===== src/rtl/route_pkg.sv =====
package route_pkg;
  localparam int NPORT = 5;

  typedef enum logic [2:0] {
    PORT_LOCAL = 3'd0,
    PORT_EAST  = 3'd1,
    PORT_WEST  = 3'd2,
    PORT_NORTH = 3'd3,
    PORT_SOUTH = 3'd4
  } port_e;

  typedef enum logic [1:0] {
    ALG_XY         = 2'd0,
    ALG_WEST_FIRST = 2'd1,
    ALG_NORTH_LAST = 2'd2,
    ALG_NEG_FIRST  = 2'd3
  } alg_e;

  typedef logic [NPORT-1:0] pmask_t;
endpackage


===== src/rtl/route_productive.sv =====
module route_productive
  import route_pkg::*;
#(
  parameter int XW = 3,
  parameter int YW = 3
) (
  input  logic [XW-1:0] cur_x,
  input  logic [YW-1:0] cur_y,
  input  logic [XW-1:0] dst_x,
  input  logic [YW-1:0] dst_y,
  output pmask_t        prod
);
  always_comb begin
    prod             = '0;
    prod[PORT_EAST]  = (dst_x > cur_x);
    prod[PORT_WEST]  = (dst_x < cur_x);
    prod[PORT_NORTH] = (dst_y > cur_y);
    prod[PORT_SOUTH] = (dst_y < cur_y);
    prod[PORT_LOCAL] = (dst_x == cur_x) && (dst_y == cur_y);
  end
endmodule


===== src/rtl/route_turn_filter.sv =====
module route_turn_filter
  import route_pkg::*;
(
  input  logic [1:0] alg_sel,
  input  pmask_t     prod,
  output pmask_t     legal
);
  logic x_open;
  assign x_open = prod[PORT_EAST] | prod[PORT_WEST];

  always_comb begin
    legal = prod;
    unique case (alg_e'(alg_sel))
      ALG_XY: begin
        if (x_open) begin
          legal[PORT_NORTH] = 1'b0;
          legal[PORT_SOUTH] = 1'b0;
        end
      end
      ALG_WEST_FIRST: begin
        if (prod[PORT_WEST]) begin
          legal = '0;
          legal[PORT_WEST] = 1'b1;
        end
      end
      ALG_NORTH_LAST: begin
        if (prod[PORT_NORTH] && x_open) legal[PORT_NORTH] = 1'b0;
      end
      ALG_NEG_FIRST: begin
        if (prod[PORT_WEST] | prod[PORT_SOUTH]) begin
          legal[PORT_EAST]  = 1'b0;
          legal[PORT_NORTH] = 1'b0;
        end
      end
      default: legal = prod;
    endcase
  end
endmodule


===== src/rtl/route_select.sv =====
module route_select
  import route_pkg::*;
#(
  parameter int CW = 4
) (
  input  pmask_t          legal,
  input  logic [4*CW-1:0] cong_lvl,
  output logic [2:0]      port
);
  localparam int NDIR = 4;
  logic [CW-1:0] lvl [NDIR];

  genvar g;
  generate
    for (g = 0; g < NDIR; g++) begin : g_unpack
      assign lvl[g] = cong_lvl[g*CW +: CW];
    end
  endgenerate

  logic          has_x, has_y;
  logic [2:0]    x_port, y_port;
  logic [CW-1:0] x_lvl, y_lvl;

  always_comb begin
    has_x  = legal[PORT_EAST] | legal[PORT_WEST];
    has_y  = legal[PORT_NORTH] | legal[PORT_SOUTH];
    x_port = legal[PORT_EAST]  ? PORT_EAST  : PORT_WEST;
    y_port = legal[PORT_NORTH] ? PORT_NORTH : PORT_SOUTH;
    x_lvl  = legal[PORT_EAST]  ? lvl[0] : lvl[1];
    y_lvl  = legal[PORT_NORTH] ? lvl[2] : lvl[3];
    if (has_x && has_y)  port = (y_lvl < x_lvl) ? y_port : x_port;
    else if (has_x)      port = x_port;
    else if (has_y)      port = y_port;
    else                 port = PORT_LOCAL;
  end
endmodule


===== src/rtl/mesh_route_unit.sv =====
module mesh_route_unit
  import route_pkg::*;
#(
  parameter int XW = 3,
  parameter int YW = 3,
  parameter int CW = 4
) (
  input  logic            clk,
  input  logic            rst,
  input  logic [1:0]      alg_sel,
  input  logic [XW-1:0]   cur_x,
  input  logic [YW-1:0]   cur_y,
  input  logic            head_valid,
  input  logic [XW-1:0]   dst_x,
  input  logic [YW-1:0]   dst_y,
  input  logic [4*CW-1:0] cong_lvl,
  output logic            route_valid,
  output logic [2:0]      route_port
);
  pmask_t     prod, legal;
  logic [2:0] next_port;

  route_productive #(.XW(XW), .YW(YW)) u_prod (
    .cur_x(cur_x), .cur_y(cur_y), .dst_x(dst_x), .dst_y(dst_y), .prod(prod)
  );

  route_turn_filter u_filt (
    .alg_sel(alg_sel), .prod(prod), .legal(legal)
  );

  route_select #(.CW(CW)) u_sel (
    .legal(legal), .cong_lvl(cong_lvl), .port(next_port)
  );

  always_ff @(posedge clk) begin
    if (rst) begin
      route_valid <= 1'b0;
      route_port  <= PORT_LOCAL;
    end else begin
      route_valid <= head_valid;
      if (head_valid) route_port <= next_port;
    end
  end

  assert_head_latency_R2: assert property (@(posedge clk) disable iff (rst)
    head_valid |=> route_valid);
  assert_hold_R2: assert property (@(posedge clk) disable iff (rst)
    !head_valid |=> (!route_valid && $stable(route_port)));
  assert_local_R3: assert property (@(posedge clk) disable iff (rst)
    route_valid && $past(dst_x == cur_x && dst_y == cur_y) |-> route_port == PORT_LOCAL);
  assert_min_east_R4: assert property (@(posedge clk) disable iff (rst)
    route_valid && route_port == PORT_EAST |-> $past(dst_x > cur_x));
  assert_min_west_R4: assert property (@(posedge clk) disable iff (rst)
    route_valid && route_port == PORT_WEST |-> $past(dst_x < cur_x));
  assert_min_north_R4: assert property (@(posedge clk) disable iff (rst)
    route_valid && route_port == PORT_NORTH |-> $past(dst_y > cur_y));
  assert_min_south_R4: assert property (@(posedge clk) disable iff (rst)
    route_valid && route_port == PORT_SOUTH |-> $past(dst_y < cur_y));
  assert_xy_order_R5: assert property (@(posedge clk) disable iff (rst)
    route_valid && $past(alg_sel == 2'd0 && dst_x != cur_x)
      |-> (route_port == PORT_EAST || route_port == PORT_WEST));
  assert_west_first_R6: assert property (@(posedge clk) disable iff (rst)
    route_valid && $past(alg_sel == 2'd1 && dst_x < cur_x) |-> route_port == PORT_WEST);
  assert_north_last_R7: assert property (@(posedge clk) disable iff (rst)
    route_valid && $past(alg_sel == 2'd2 && dst_x != cur_x) |-> route_port != PORT_NORTH);
  assert_neg_first_R8: assert property (@(posedge clk) disable iff (rst)
    route_valid && $past(alg_sel == 2'd3 && (dst_x < cur_x || dst_y < cur_y))
      |-> (route_port == PORT_WEST || route_port == PORT_SOUTH));
  assert_adapt_R9: assert property (@(posedge clk) disable iff (rst)
    route_valid && $past(alg_sel == 2'd1 && dst_x > cur_x && dst_y > cur_y &&
                         cong_lvl[3*CW-1:2*CW] < cong_lvl[CW-1:0])
      |-> route_port == PORT_NORTH);
endmodule


===== config.mk =====
export PLATFORM = sky130hd
export DESIGN_NAME = mesh_route_unit
export DESIGN_NICKNAME = d
export VERILOG_FILES = /design/src/rtl/route_pkg.sv /design/src/rtl/route_productive.sv /design/src/rtl/route_turn_filter.sv /design/src/rtl/route_select.sv /design/src/rtl/mesh_route_unit.sv
export SDC_FILE = /design/constraint.sdc
export NUM_CORES = 1
export LEC_CHECK = 0
export BUFFER_PORTS_ARGS = -buffer_cell sky130_fd_sc_hd__buf_4
export CAP_MARGIN = 25
export CORE_MARGIN = 4
export CORE_UTILIZATION = 37
export CTS_CLUSTER_SIZE = 8
export DETAILED_ROUTE_END_ITERATION = 7
export GPL_TIMING_DRIVEN = 0
export PLACE_DENSITY = 0.74
export SKIP_CTS_REPAIR_TIMING = 1
export SLEW_MARGIN = 20
export SYNTH_ARGS = -nofsm -noshare
export SYNTH_HDL_FRONTEND = slang
export SYNTH_SLANG_ARGS = --single-unit

===== constraint.sdc =====
create_clock -name clk -period 3 [get_ports clk]
set_input_delay 0.6 -clock clk [delete_from_list [all_inputs] [get_ports clk]]
set_output_delay 0.6 -clock clk [all_outputs]
set_load 0.05 [all_outputs]

==> summary.md, run 1 <==
| Metric | Value |
|---|---|
| Outcome | finished, final reports clean |
| Critical-path top delay cell | sky130_fd_sc_hd__a2111o_1 |
| Placed cell count | 122 |
| Routed wire length | 1.95 mm |
| Post-layout instance count excluding filler cells | around 130 |
| Register bit total from synthesis | 4 |
| Share of final-layout standard cells stronger than drive strength 1 | around three fifths |
| Net count reported at finish | 160 |
| Critical-path cell list | buf_4 > ha_4 > nand3b_1 > a21oi_2 > and3_4 > mux2_4 > ha_4 > o211ai_1 > buf_4 > a2111o_1 > a22o_1 |
| Pre-CTS setup slack | -0.342 ns |
| Tmin final | 2.96 ns |
| Post-Syn Nets | 112 |
| Cell chosen for the clock root | sky130_fd_sc_hd__clkbuf_4 |
| Pleak | 0.513 nW |
| Largest voltage drop on the vdd net | 320 µV |
| Post-Synthesis Cells | 70 |
| Number of instances on the worst hold path | 2 |
| Sequential cell area fraction in the yosys report | a little over an eighth |
| Startpoint Class | input pin |
| First-pass GRT wire length | 2.50 mm |
| Total power per unit cell area | 330 nW/µm² |
| Initial antenna violation count | 0 |
| Final count of negative-setup-slack endpoints | 0 |
| Core Footprint | 1490 µm² |
| Count of cell instances traversed by the critical path | 11 |
| Count of warnings emitted by yosys | 0 |
| Crit Path Max Fanout | 5 |
| Site row count | 14 |
| Final Cycle Share | between 90% and 100% |
| Routed via count | between 700 and 800 |
| Largest net degree at the start of global routing | 9 |
| Maximum clock skew at final layout | 0 ns |
| Vias in the first global route | 674 |
| Final core utilization | approximately three quarters |
| Initial Utilization | 39.2% |
| CP peak stage delay | between 0.3 and 0.4 ns |
| Crit path capture type | flip-flop |
| Drt first pass iters | 3 |
| Dominant synthesized flop cell | sky130_fd_sc_hd__dfxtp_1 |
| Total DRC errors in the routed layout | 0 |
| Number of buffer and inverter stages on the critical path | 2 |
| Antenna cell count | 0 |
| Pin slew with the least headroom to its limit | approximately 0.27 ns |
| I/O pin count | 37 |
| Total count of hold-check failures in the final report | 0 |
| Synth-to-Final Area Change | 90.6% |
| Fillcell total | 114 |
| Final weighted congestion of routability-driven global placement | 0.661 |
| Worst min path class | reg2reg |
| Level count of the clock H-tree | 1 |
| Clock-pin slew of the registers on the worst-case setup and hold paths | 0.04 ns |
| CTS buffer count | 3 |
| DIE AREA | around 2300 µm² |
| Max-Slew Margin vs Limit | 82.1% |
| Sink count of the clock tree | 4 |
| Gr ovfl total | 0 |
| Port Buf Inserts | 36 |
| Max-Cap Viols | 0 |
| Area occupied by multi-input gates | 617 µm² |
| Max Clk Rate | 0.338 GHz |
| Worst EP required | 3.12 ns |
| Total global-route track usage | 14.7% |
| Worst-case setup margin in the final layout | 0.0429 ns |
| Startpoint-to-endpoint class of the critical path | in2reg |
| Sum of net half-perimeters after detailed placement | 1.35 mm |
| Mean Syn Cell Area | 8.33 µm² |
| Synthesized cell area | roughly 580 µm² |
| Routed len/inst | 14.8 µm |
| Endpoint arrival time on the critical path | 3.08 ns |
| Worst hold slack | between 0.4 and 0.5 ns |
| Count of routing violations after the opening detailed-route iteration | 9 |
| Register area | 80.1 µm² |
| Reg2reg path depth | 2 |
| Number of buffers on the longest clock path | 2 |
| Via density | 5.51 |
| Die Y-Extent | about 48 µm |
| Clock tree from TritonCTS | built |
| Number of pins with negative max-slew slack in the final report | 0 |
| Number of enable flip-flop cells after synthesis | 0 |
| Worst-Skew Late Latency | 0.23 ns |
| DRT antenna net count | 0 |
| Die span in x | 47.7 µm |
| Family of cells with the greatest summed delay on the critical path | compound AO/OA/AOI/OAI gates |
| Distinct cell type count after synthesis | 28 |
| Share of synthesized registers carrying an async set or reset | 0% |
| Post-Route Setup TNS | 0 ns |
state kept, by name, summed over array words and instances, names as in the netlist:
signal / cells
route_valid: 1
route_port: 3
power by group:
part | total, W | switching (W) | internal (W)
logic | 0.000237 | 0.000114 | 0.000124
registers | 0.0000629 | 0.00000355 | 0.0000594
clock network | 0.0000662 | 0.0000215 | 0.0000447
total | 0.000366 | 0.000139 | 0.000228
cells by family (layout without fill, tap and decap cells):
family / count (synthesis) / count (layout) / synth area share, %
and+or+nand+nor: 19 / 19 / 17.4
muxes: 6 / 6 / 10.9
AOI/OAI and AO/OA: 22 / 22 / 30.9
buffers and inverters: 10 / 56 / 7.72
adders and majority gates: 9 / 9 / 19.3
DFF: 4 / 4 / 13.7
cell usage in the layout, fill, tap and decap left out, drive strengths merged, types with 2 or more instances in the layout:
cell type  instances
mux2               3
nand3b             2
inv                9
o21a               2
ha                 9
buf               44
dfxtp              4
a31oi              3
nor2               4
nand4              2
nand2              3
and3               2
mux2i              3
clkbuf             3
nand3              4
o211ai             3
a21oi              5
layer usage:
metal  wire length (µm)  up-vias  part of all wire, %  global-route usage (%)
met5                  0        -                    0                       0
met1                719      333                   37                    17.0
li1                   -      366                    -                       -
met2               1070       28                   55                    27.7
met3                157        0                  8.1                    4.51
met4                  0        0                    0                       0
synth_stat cells, types with 2 or more instances:
cell,number,area (µm²)
sky130_fd_sc_hd__inv_1,9,33.8
sky130_fd_sc_hd__a21oi_1,3,15.0
sky130_fd_sc_hd__ha_1,9,113
sky130_fd_sc_hd__a31oi_1,3,18.8
sky130_fd_sc_hd__nor2_1,4,15.0
sky130_fd_sc_hd__nand3b_1,2,15.0
sky130_fd_sc_hd__nand4_1,2,12.5
sky130_fd_sc_hd__mux2i_1,3,30.0
sky130_fd_sc_hd__and3_1,2,12.5
sky130_fd_sc_hd__mux2_2,3,33.8
sky130_fd_sc_hd__nand2_1,3,11.3
sky130_fd_sc_hd__nand3_1,4,20.0
sky130_fd_sc_hd__a21oi_2,2,17.5
sky130_fd_sc_hd__dfxtp_1,4,80.1
sky130_fd_sc_hd__o211ai_1,3,22.5
sky130_fd_sc_hd__o21a_1,2,15.0
area by class of cell:
class | count | share of cell area (%)
Tap cell | 16 | 1.80
Inverter | 9 | 3.04
Multi-Input combinational cell | 56 | 55.5
Timing Repair Buffer | 44 | 30.4
Sequential cell | 4 | 7.21
Clock buffer | 3 | 2.03
tightest hold or removal path, stage by stage (launching register included):
cell                      delay, ns
sky130_fd_sc_hd__dfxtp_1       0.32
sky130_fd_sc_hd__a31oi_1       0.09
sky130_fd_sc_hd__o41ai_2       0.04
through the flow:
stage,area [µm²],power (W)
2_1_floorplan,629,0.000179
3_3_place_gp,920,0.000239
3_5_place_dp,920,0.000241
4_1_cts,942,0.000310
5_1_grt,1110,0.000395
6_report,1110,0.000366
final timing paths:
path                   endpoint          start  slack (ns)
hold reg to reg   route_port[2]  route_port[2]        0.48
hold / removal    route_port[2]  route_port[2]        0.48
setup / recovery  route_port[1]       dst_x[1]        0.04
setup reg to reg  route_port[0]  route_port[0]        2.06
No activity file was read; power rests on OpenSTA's default activity.
==> run 2, diff against run 1 <==
--- a/config.mk
+++ b/config.mk
@@ -7,12 +7,14 @@
 export LEC_CHECK = 0
 export BUFFER_PORTS_ARGS = -buffer_cell sky130_fd_sc_hd__buf_4
 export CAP_MARGIN = 25
+export CELL_PAD_IN_SITES_DETAIL_PLACEMENT = 1
+export CELL_PAD_IN_SITES_GLOBAL_PLACEMENT = 2
 export CORE_MARGIN = 4
-export CORE_UTILIZATION = 37
+export CORE_UTILIZATION = 19
 export CTS_CLUSTER_SIZE = 8
 export DETAILED_ROUTE_END_ITERATION = 7
 export GPL_TIMING_DRIVEN = 0
-export PLACE_DENSITY = 0.74
+export PLACE_DENSITY = 0.73
 export SKIP_CTS_REPAIR_TIMING = 1
 export SLEW_MARGIN = 20
 export SYNTH_ARGS = -nofsm -noshare
==> summary.md, run 2 (synthesis results as in run 1) <==
| Metric | Value |
|---|---|
| Vias in the first global route | 734 (+8.9%) |
| Via density | 4.83 (-12%) |
| Level count of the clock H-tree | 1 (unchanged) |
| Cell chosen for the clock root | sky130_fd_sc_hd__clkbuf_4 |
| Startpoint Class | input pin |
| I/O pin count | 37 (unchanged) |
| Critical-path top delay cell | sky130_fd_sc_hd__mux2_2 |
| Total power | 0.000353 W (-3.6%) |
| First-pass GRT wire length | 3.15 mm (+26%) |
| Maximum clock skew at final layout | 0 ns (unchanged) |
| Total count of hold-check failures in the final report | 0 (unchanged) |
| Final count of negative-setup-slack endpoints | 0 (unchanged) |
| Outcome | finished, final reports clean |
| Port Buf Inserts | 36 (unchanged) |
| Placed cell count | 137 (+12%) |
| Sum of net half-perimeters after detailed placement | 1.54 mm (+14%) |
| Endpoint arrival time on the critical path | 3.01 ns (-0.07 ns) |
| Post-layout instance count excluding filler cells | 149 (+13%) |
| Worst EP required | 3.13 ns (about the same) |
| DIE AREA | 4020 µm² (+77%) |
| Pin slew with the least headroom to its limit | 0.293 ns (+0.0256 ns) |
| Pleak | 0.517 nW (+0.84%) |
| Drt first pass iters | 4 (+1) |
| Clock-pin slew of the registers on the worst-case setup and hold paths | 0.04 ns (about the same) |
| Largest voltage drop on the vdd net | 95.9 µV (-70%) |
| Critical-path cell list | buf_4 > inv_1 > ha_4 > nand3b_1 > a21oi_2 > and3_4 > mux2_2 > ha_4 > o211ai_1 > buf_4 > a2111o_1 > a22o_1 |
| Crit path from | cur_x[2] |
| Routed via count | 720 (-0.96%) |
| Synth-to-Final Area Change | 86.3% |
| Routed wire length | 1.92 mm (-1.5%) |
| Max-Slew Margin vs Limit | 80.4% (-1.8 points) |
| Routed len/inst | 12.9 µm (-13%) |
| Start point of the worst hold path | route_port[2] |
| Crit Path Max Fanout | 5 (unchanged) |
| Net count reported at finish | 162 (+1.3%) |
| Sink count of the clock tree | 4 (unchanged) |
| CTS buffer count | 3 (unchanged) |
| Initial antenna violation count | 0 (unchanged) |
| Flip-flop count of the largest register, all copies and words added | 3 (unchanged) |
| DRT antenna net count | 0 (unchanged) |
| Most frequent standard cell in the layout excluding fill and tap cells | sky130_fd_sc_hd__buf_4 |
| Final weighted congestion of routability-driven global placement | 0.685 (+3.6%) |
| Total global-route track usage | 9.51% (-5.2 points) |
| Gr ovfl total | 0 (unchanged) |
| Tmin final | 2.88 ns (-0.0809 ns) |
| Largest net degree at the start of global routing | 9 (unchanged) |
| Number of buffers on the longest clock path | 2 (unchanged) |
| CP peak stage delay | 0.37 ns (about the same) |
| Startpoint-to-endpoint class of the critical path | in2reg |
| Core Footprint | 2850 µm² (+92%) |
| Total power per unit cell area | 325 nW/µm² (-1.4%) |
| Die Y-Extent | 63.4 µm (+33%) |
| Total DRC errors in the routed layout | 0 (unchanged) |
| Biggest register | route_port |
| Worst min path class | reg2reg |
| Leading cell types in the layout, fill and taps excluded | 46 x sky130_fd_sc_hd__buf_4, 9 x sky130_fd_sc_hd__inv_1, 5 x sky130_fd_sc_hd__ha_4 |
| Antenna cell count | 0 (unchanged) |
| Registers with the highest flip-flop counts | route_port: 3 flops, route_valid: 1 flops |
| Final Cycle Share | 95.9% (-2.7 points) |
| Max-Cap Viols | 0 (unchanged) |
| Clock tree from TritonCTS | built |
| Fillcell total | 358 (+210%) |
| Initial Utilization | 20.4% (-19 points) |
| Worst-Skew Late Latency | 0.24 ns (about the same) |
| Crit path capture type | flip-flop |
| Number of pins with negative max-slew slack in the final report | 0 (unchanged) |
| Site row count | 19 (+5) |
| Start of the worst register-to-register path | route_port[0] |
| Max Clk Rate | 0.348 GHz (+2.8%) |
| Die span in x | 63.4 µm (+33%) |
| Count of routing violations after the opening detailed-route iteration | 16 (+7) |
| Share of final-layout standard cells stronger than drive strength 1 | 57.6% (-2.7 points) |
## run 2: path summary, 6_finish.rpt
check | slack (ns) | cells past startpoint | endpoint
worst max register to register | 2.06 | 2 | route_port[0]
worst min register to register | 0.48 | 2 | route_port[2]
worst max-delay path | 0.12 | 12 | route_port[1]
worst min-delay path | 0.48 | 2 | route_port[2]
## run 2: metrics by stage
stage	cell area, µm²	worst slack (ns)	TNS (ns)	hold WS [ns]	util (%)
6_report	1090	0.124	0	0.483	38.1
5_1_grt	1090	-0.0404	-0.0532	0.515	38.1
3_3_place_gp	938	-0.312	-0.718	0.464	32.9
4_1_cts	961	-0.0829	-0.102	0.483	33.7
3_5_place_dp	938	-0.331	-0.793	0.470	32.9
2_1_floorplan	629	0.00902	0	0.675	-
## run 2: layout make-up
class / count / area, µm² / area share [%]
clock buffers: 3 / 22.5 / 2.07
flip-flops and latches: 4 / 80.1 / 7.37
inverters: 9 / 33.8 / 3.11
well taps: 31 / 38.8 / 3.57
multi-input cells: 56 / 566 / 52.1
repair buffers: 46 / 345 / 31.8
## run 2: per-layer routing
| metal | vias to the layer above | part of all wire [%] | global-route usage (%) |
|---|---|---|---|
| li1 | 368 | - | - |
| met4 | 0 | 1.7 | 4.04 |
| met3 | 5 | 6.4 | 2.31 |
| met1 | 319 | 45 | 11.6 |
| met5 | - | 0 | 0 |
| met2 | 28 | 47 | 15.8 |
## run 2: worst max-delay path, delay by kind of cell
| kind | cells | cell delay, ns |
|---|---|---|
| compound gates | 4 | 0.82 |
| mux | 1 | 0.37 |
| buf+inv | 3 | 0.30 |
| fa+ha+maj | 2 | 0.55 |
| simple gates | 2 | 0.37 |
## run 2: power breakdown
part	switching, W	leakage [nW]	internal [W]
clock network	0.0000244	0.0138	0.0000449
registers	0.00000374	0.0331	0.0000594
logic	0.000107	0.470	0.000114
total	0.000135	0.517	0.000219
==> run 3, diff against run 2 <==
==> constraint.sdc (replaced) <==
create_clock -name clk -period 2.4 [get_ports clk]
set_input_delay 0.48 -clock clk [delete_from_list [all_inputs] [get_ports clk]]
set_output_delay 0.48 -clock clk [all_outputs]
set_load 0.05 [all_outputs]
==> summary.md, run 3 (synthesis results as in run 1) <==
| Metric | Value |
|---|---|
| DIE AREA | 4020 µm² (unchanged) |
| Reg2reg path depth | 2 (unchanged) |
| Core Footprint | 2850 µm² (unchanged) |
| Largest net degree at the start of global routing | 9 (unchanged) |
| Worst hold slack | 0.471 ns (-0.0114 ns) |
| Clock tree from TritonCTS | built |
| Switching share of power | 37.3% (-0.87 points) |
| Synth-to-Final Area Change | 92.5% |
| Cell internal power dissipation | 0.000280 W (+28%) |
| Crit path from | cur_x[2] |
| Placed instance area | 973 µm² (+3.7%) |
| Worst min path class | in2reg |
| Worst hold path endpoint | route_valid |
| Endpoint arrival time on the critical path | 2.90 ns (-0.11 ns) |
| Port Buf Inserts | 36 (unchanged) |
| Family of cells with the greatest summed delay on the critical path | compound AO/OA/AOI/OAI gates |
| Flip-flop count of the largest register, all copies and words added | 3 (unchanged) |
| Power dissipated by switching net loads | 0.000167 W (+24%) |
| Worst EP required | 2.53 ns (-0.60 ns) |
| Die span in x | 63.4 µm (unchanged) |
| CTS buffer count | 3 (unchanged) |
| Drt first pass iters | 4 (unchanged) |
| Crit path capture type | flip-flop |
| Placed cell count | 137 (unchanged) |
| Share of final-layout standard cells stronger than drive strength 1 | 56.4% (-1.2 points) |
| DRT antenna net count | 0 (unchanged) |
| Post-layout instance count excluding filler cells | 148 (-0.67%) |
| Number of pins with negative max-slew slack in the final report | 0 (unchanged) |
| Gr ovfl total | 0 (unchanged) |
| Worst path most repeated cell | sky130_fd_sc_hd__ha_4 |
| FF-to-FF setup slack | 1.45 ns (-0.61 ns) |
| Max-Slew Margin vs Limit | 80.9% (+0.49 points) |
| Largest voltage drop on the vdd net | 174 µV (+81%) |
| Worst-case setup margin in the final layout | -0.369 ns (-0.493 ns) |
| Die Y-Extent | 63.4 µm (unchanged) |
| Pleak | 0.528 nW (+2.1%) |
| Combinational share of power | 63.8% (+1.3 points) |
| Total DRC errors in the routed layout | 0 (unchanged) |
| Routed via count | 725 (+0.69%) |
| Startpoint Class | input pin |
| Site row count | 19 (unchanged) |
| Number of buffer and inverter stages on the critical path | 2 (-1) |
| Total global-route track usage | 9.00% (-0.52 points) |
| Maximum clock skew at final layout | 0 ns (unchanged) |
| Worst-Skew Late Latency | 0.23 ns (about the same) |
| I/O pin count | 37 (unchanged) |
| Routed len/inst | 13.0 µm (+0.78%) |
| Critical-path cell list | buf_8 > inv_8 > ha_4 > nand3b_1 > a21oi_2 > and3_4 > mux2_4 > ha_4 > o211ai_1 > a41o_1 > o21a_1 > o21ai_2 > o41ai_2 |
| Level count of the clock H-tree | 1 (unchanged) |
| Biggest register | route_port |
| Pin slew with the least headroom to its limit | 0.286 ns (-0.00739 ns) |
| Via density | 4.90 (+1.4%) |
| Number of buffers on the longest clock path | 2 (unchanged) |
| First-pass GRT wire length | 3.04 mm (-3.5%) |
| Pre-CTS setup slack | -0.886 ns (-0.554 ns) |
| Final weighted congestion of routability-driven global placement | 0.710 (+3.7%) |
| Proportion of power drawn by the clock network | 18.6% (-1.0 points) |
| Initial antenna violation count | 0 (unchanged) |
| Antenna cell count | 0 (unchanged) |
| Clock-pin slew of the registers on the worst-case setup and hold paths | 0.04 ns (about the same) |
| Start point of the worst hold path | rst |
| Total power | 0.000447 W (+26%) |
| Outcome | finished with violations |
| Leading cell types in the layout, fill and taps excluded | 41 x sky130_fd_sc_hd__buf_4, 7 x sky130_fd_sc_hd__inv_1, 5 x sky130_fd_sc_hd__ha_4 |
| Most frequent standard cell in the layout excluding fill and tap cells | sky130_fd_sc_hd__buf_4 |
| Max-Cap Viols | 0 (unchanged) |
| Critical-path top delay cell | sky130_fd_sc_hd__mux2_4 |
| Worst r2r dst | route_port[0] |
| Routed wire length | 1.92 mm (+0.10%) |
| Vias in the first global route | 748 (+1.9%) |
| Final Cycle Share | 115% |
| Total power per unit cell area | 398 nW/µm² (+22%) |
| Registers with the highest flip-flop counts | route_port: 3 flops, route_valid: 1 flops |
| Sink count of the clock tree | 4 (unchanged) |
| Crit Path Max Fanout | 5 (unchanged) |
| Initial Utilization | 20.4% (unchanged) |
| Final count of negative-setup-slack endpoints | 3 (+3) |
| Unrepaired setup endpoints after global routing | yes |
| Number of instances on the worst hold path | 2 (unchanged) |
| Start of the worst register-to-register path | route_port[0] |
| Tmin final | 2.77 ns |
| Failing checks | negative setup slack |
| Sum of net half-perimeters after detailed placement | 1.63 mm (+5.8%) |
| CP peak stage delay | 0.32 ns (-0.05 ns) |
| Finished Cell Area | 1120 µm² (+3.3%) |
| Max Clk Rate | 0.361 GHz |
| Count of routing violations after the opening detailed-route iteration | 12 (-4) |
| Total count of hold-check failures in the final report | 0 (unchanged) |
| Flop pwr share | 17.6% (-0.3 points) |
| Net count reported at finish | 161 (-0.62%) |
| Startpoint-to-endpoint class of the critical path | in2reg |
| Fillcell total | 346 (-3.4%) |
| Cell chosen for the clock root | sky130_fd_sc_hd__clkbuf_4 |
==> run 3: stage by stage <==
stage | TNS [ns] | utilization, %
floorplan | -1.13 | -
global placement | -2.12 | 34.1
detailed placement | -2.32 | 34.1
CTS | -1.61 | 34.9
global route | -1.34 | 39.3
finish | -0.962 | 39.3
==> run 3: metal layers <==
layer | global-route usage (%) | part of all wire [%]
met1 | 10.5 | 44
met3 | 3.20 | 7.3
met2 | 15.4 | 49
met4 | 2.43 | 0
met5 | 0 | 0
==> run 3: worst max-delay path by stage <==
stage                          to  cells after the start
finish              route_port[2]                     13
global route        route_port[2]                     13
CTS                 route_port[2]                     14
detailed placement  route_port[2]                     14
global placement    route_port[2]                     13
floorplan           route_port[2]                     13
==> run 3: area by class of cell <==
| type | count | area, µm² | share of cell area (%) |
|---|---|---|---|
| sequential | 4 | 80.1 | 7.13 |
| inverter | 9 | 43.8 | 3.90 |
| tap | 31 | 38.8 | 3.46 |
| timing repair buffer | 45 | 357 | 31.8 |
| multi-input combinational | 56 | 581 | 51.7 |
| clock buffer | 3 | 22.5 | 2.01 |
==> run 3: power by group through the flow <==
stage	combinational, W	clock, W	sequential, W
after CTS	0.000240	0.0000876	0.0000789
after global placement	0.000234	0	0.0000795
final	0.000285	0.0000831	0.0000787
after global routing	0.000312	0.0000966	0.0000797
after detailed placement	0.000238	0	0.0000800
after floorplan	0.000126	0	0.000104
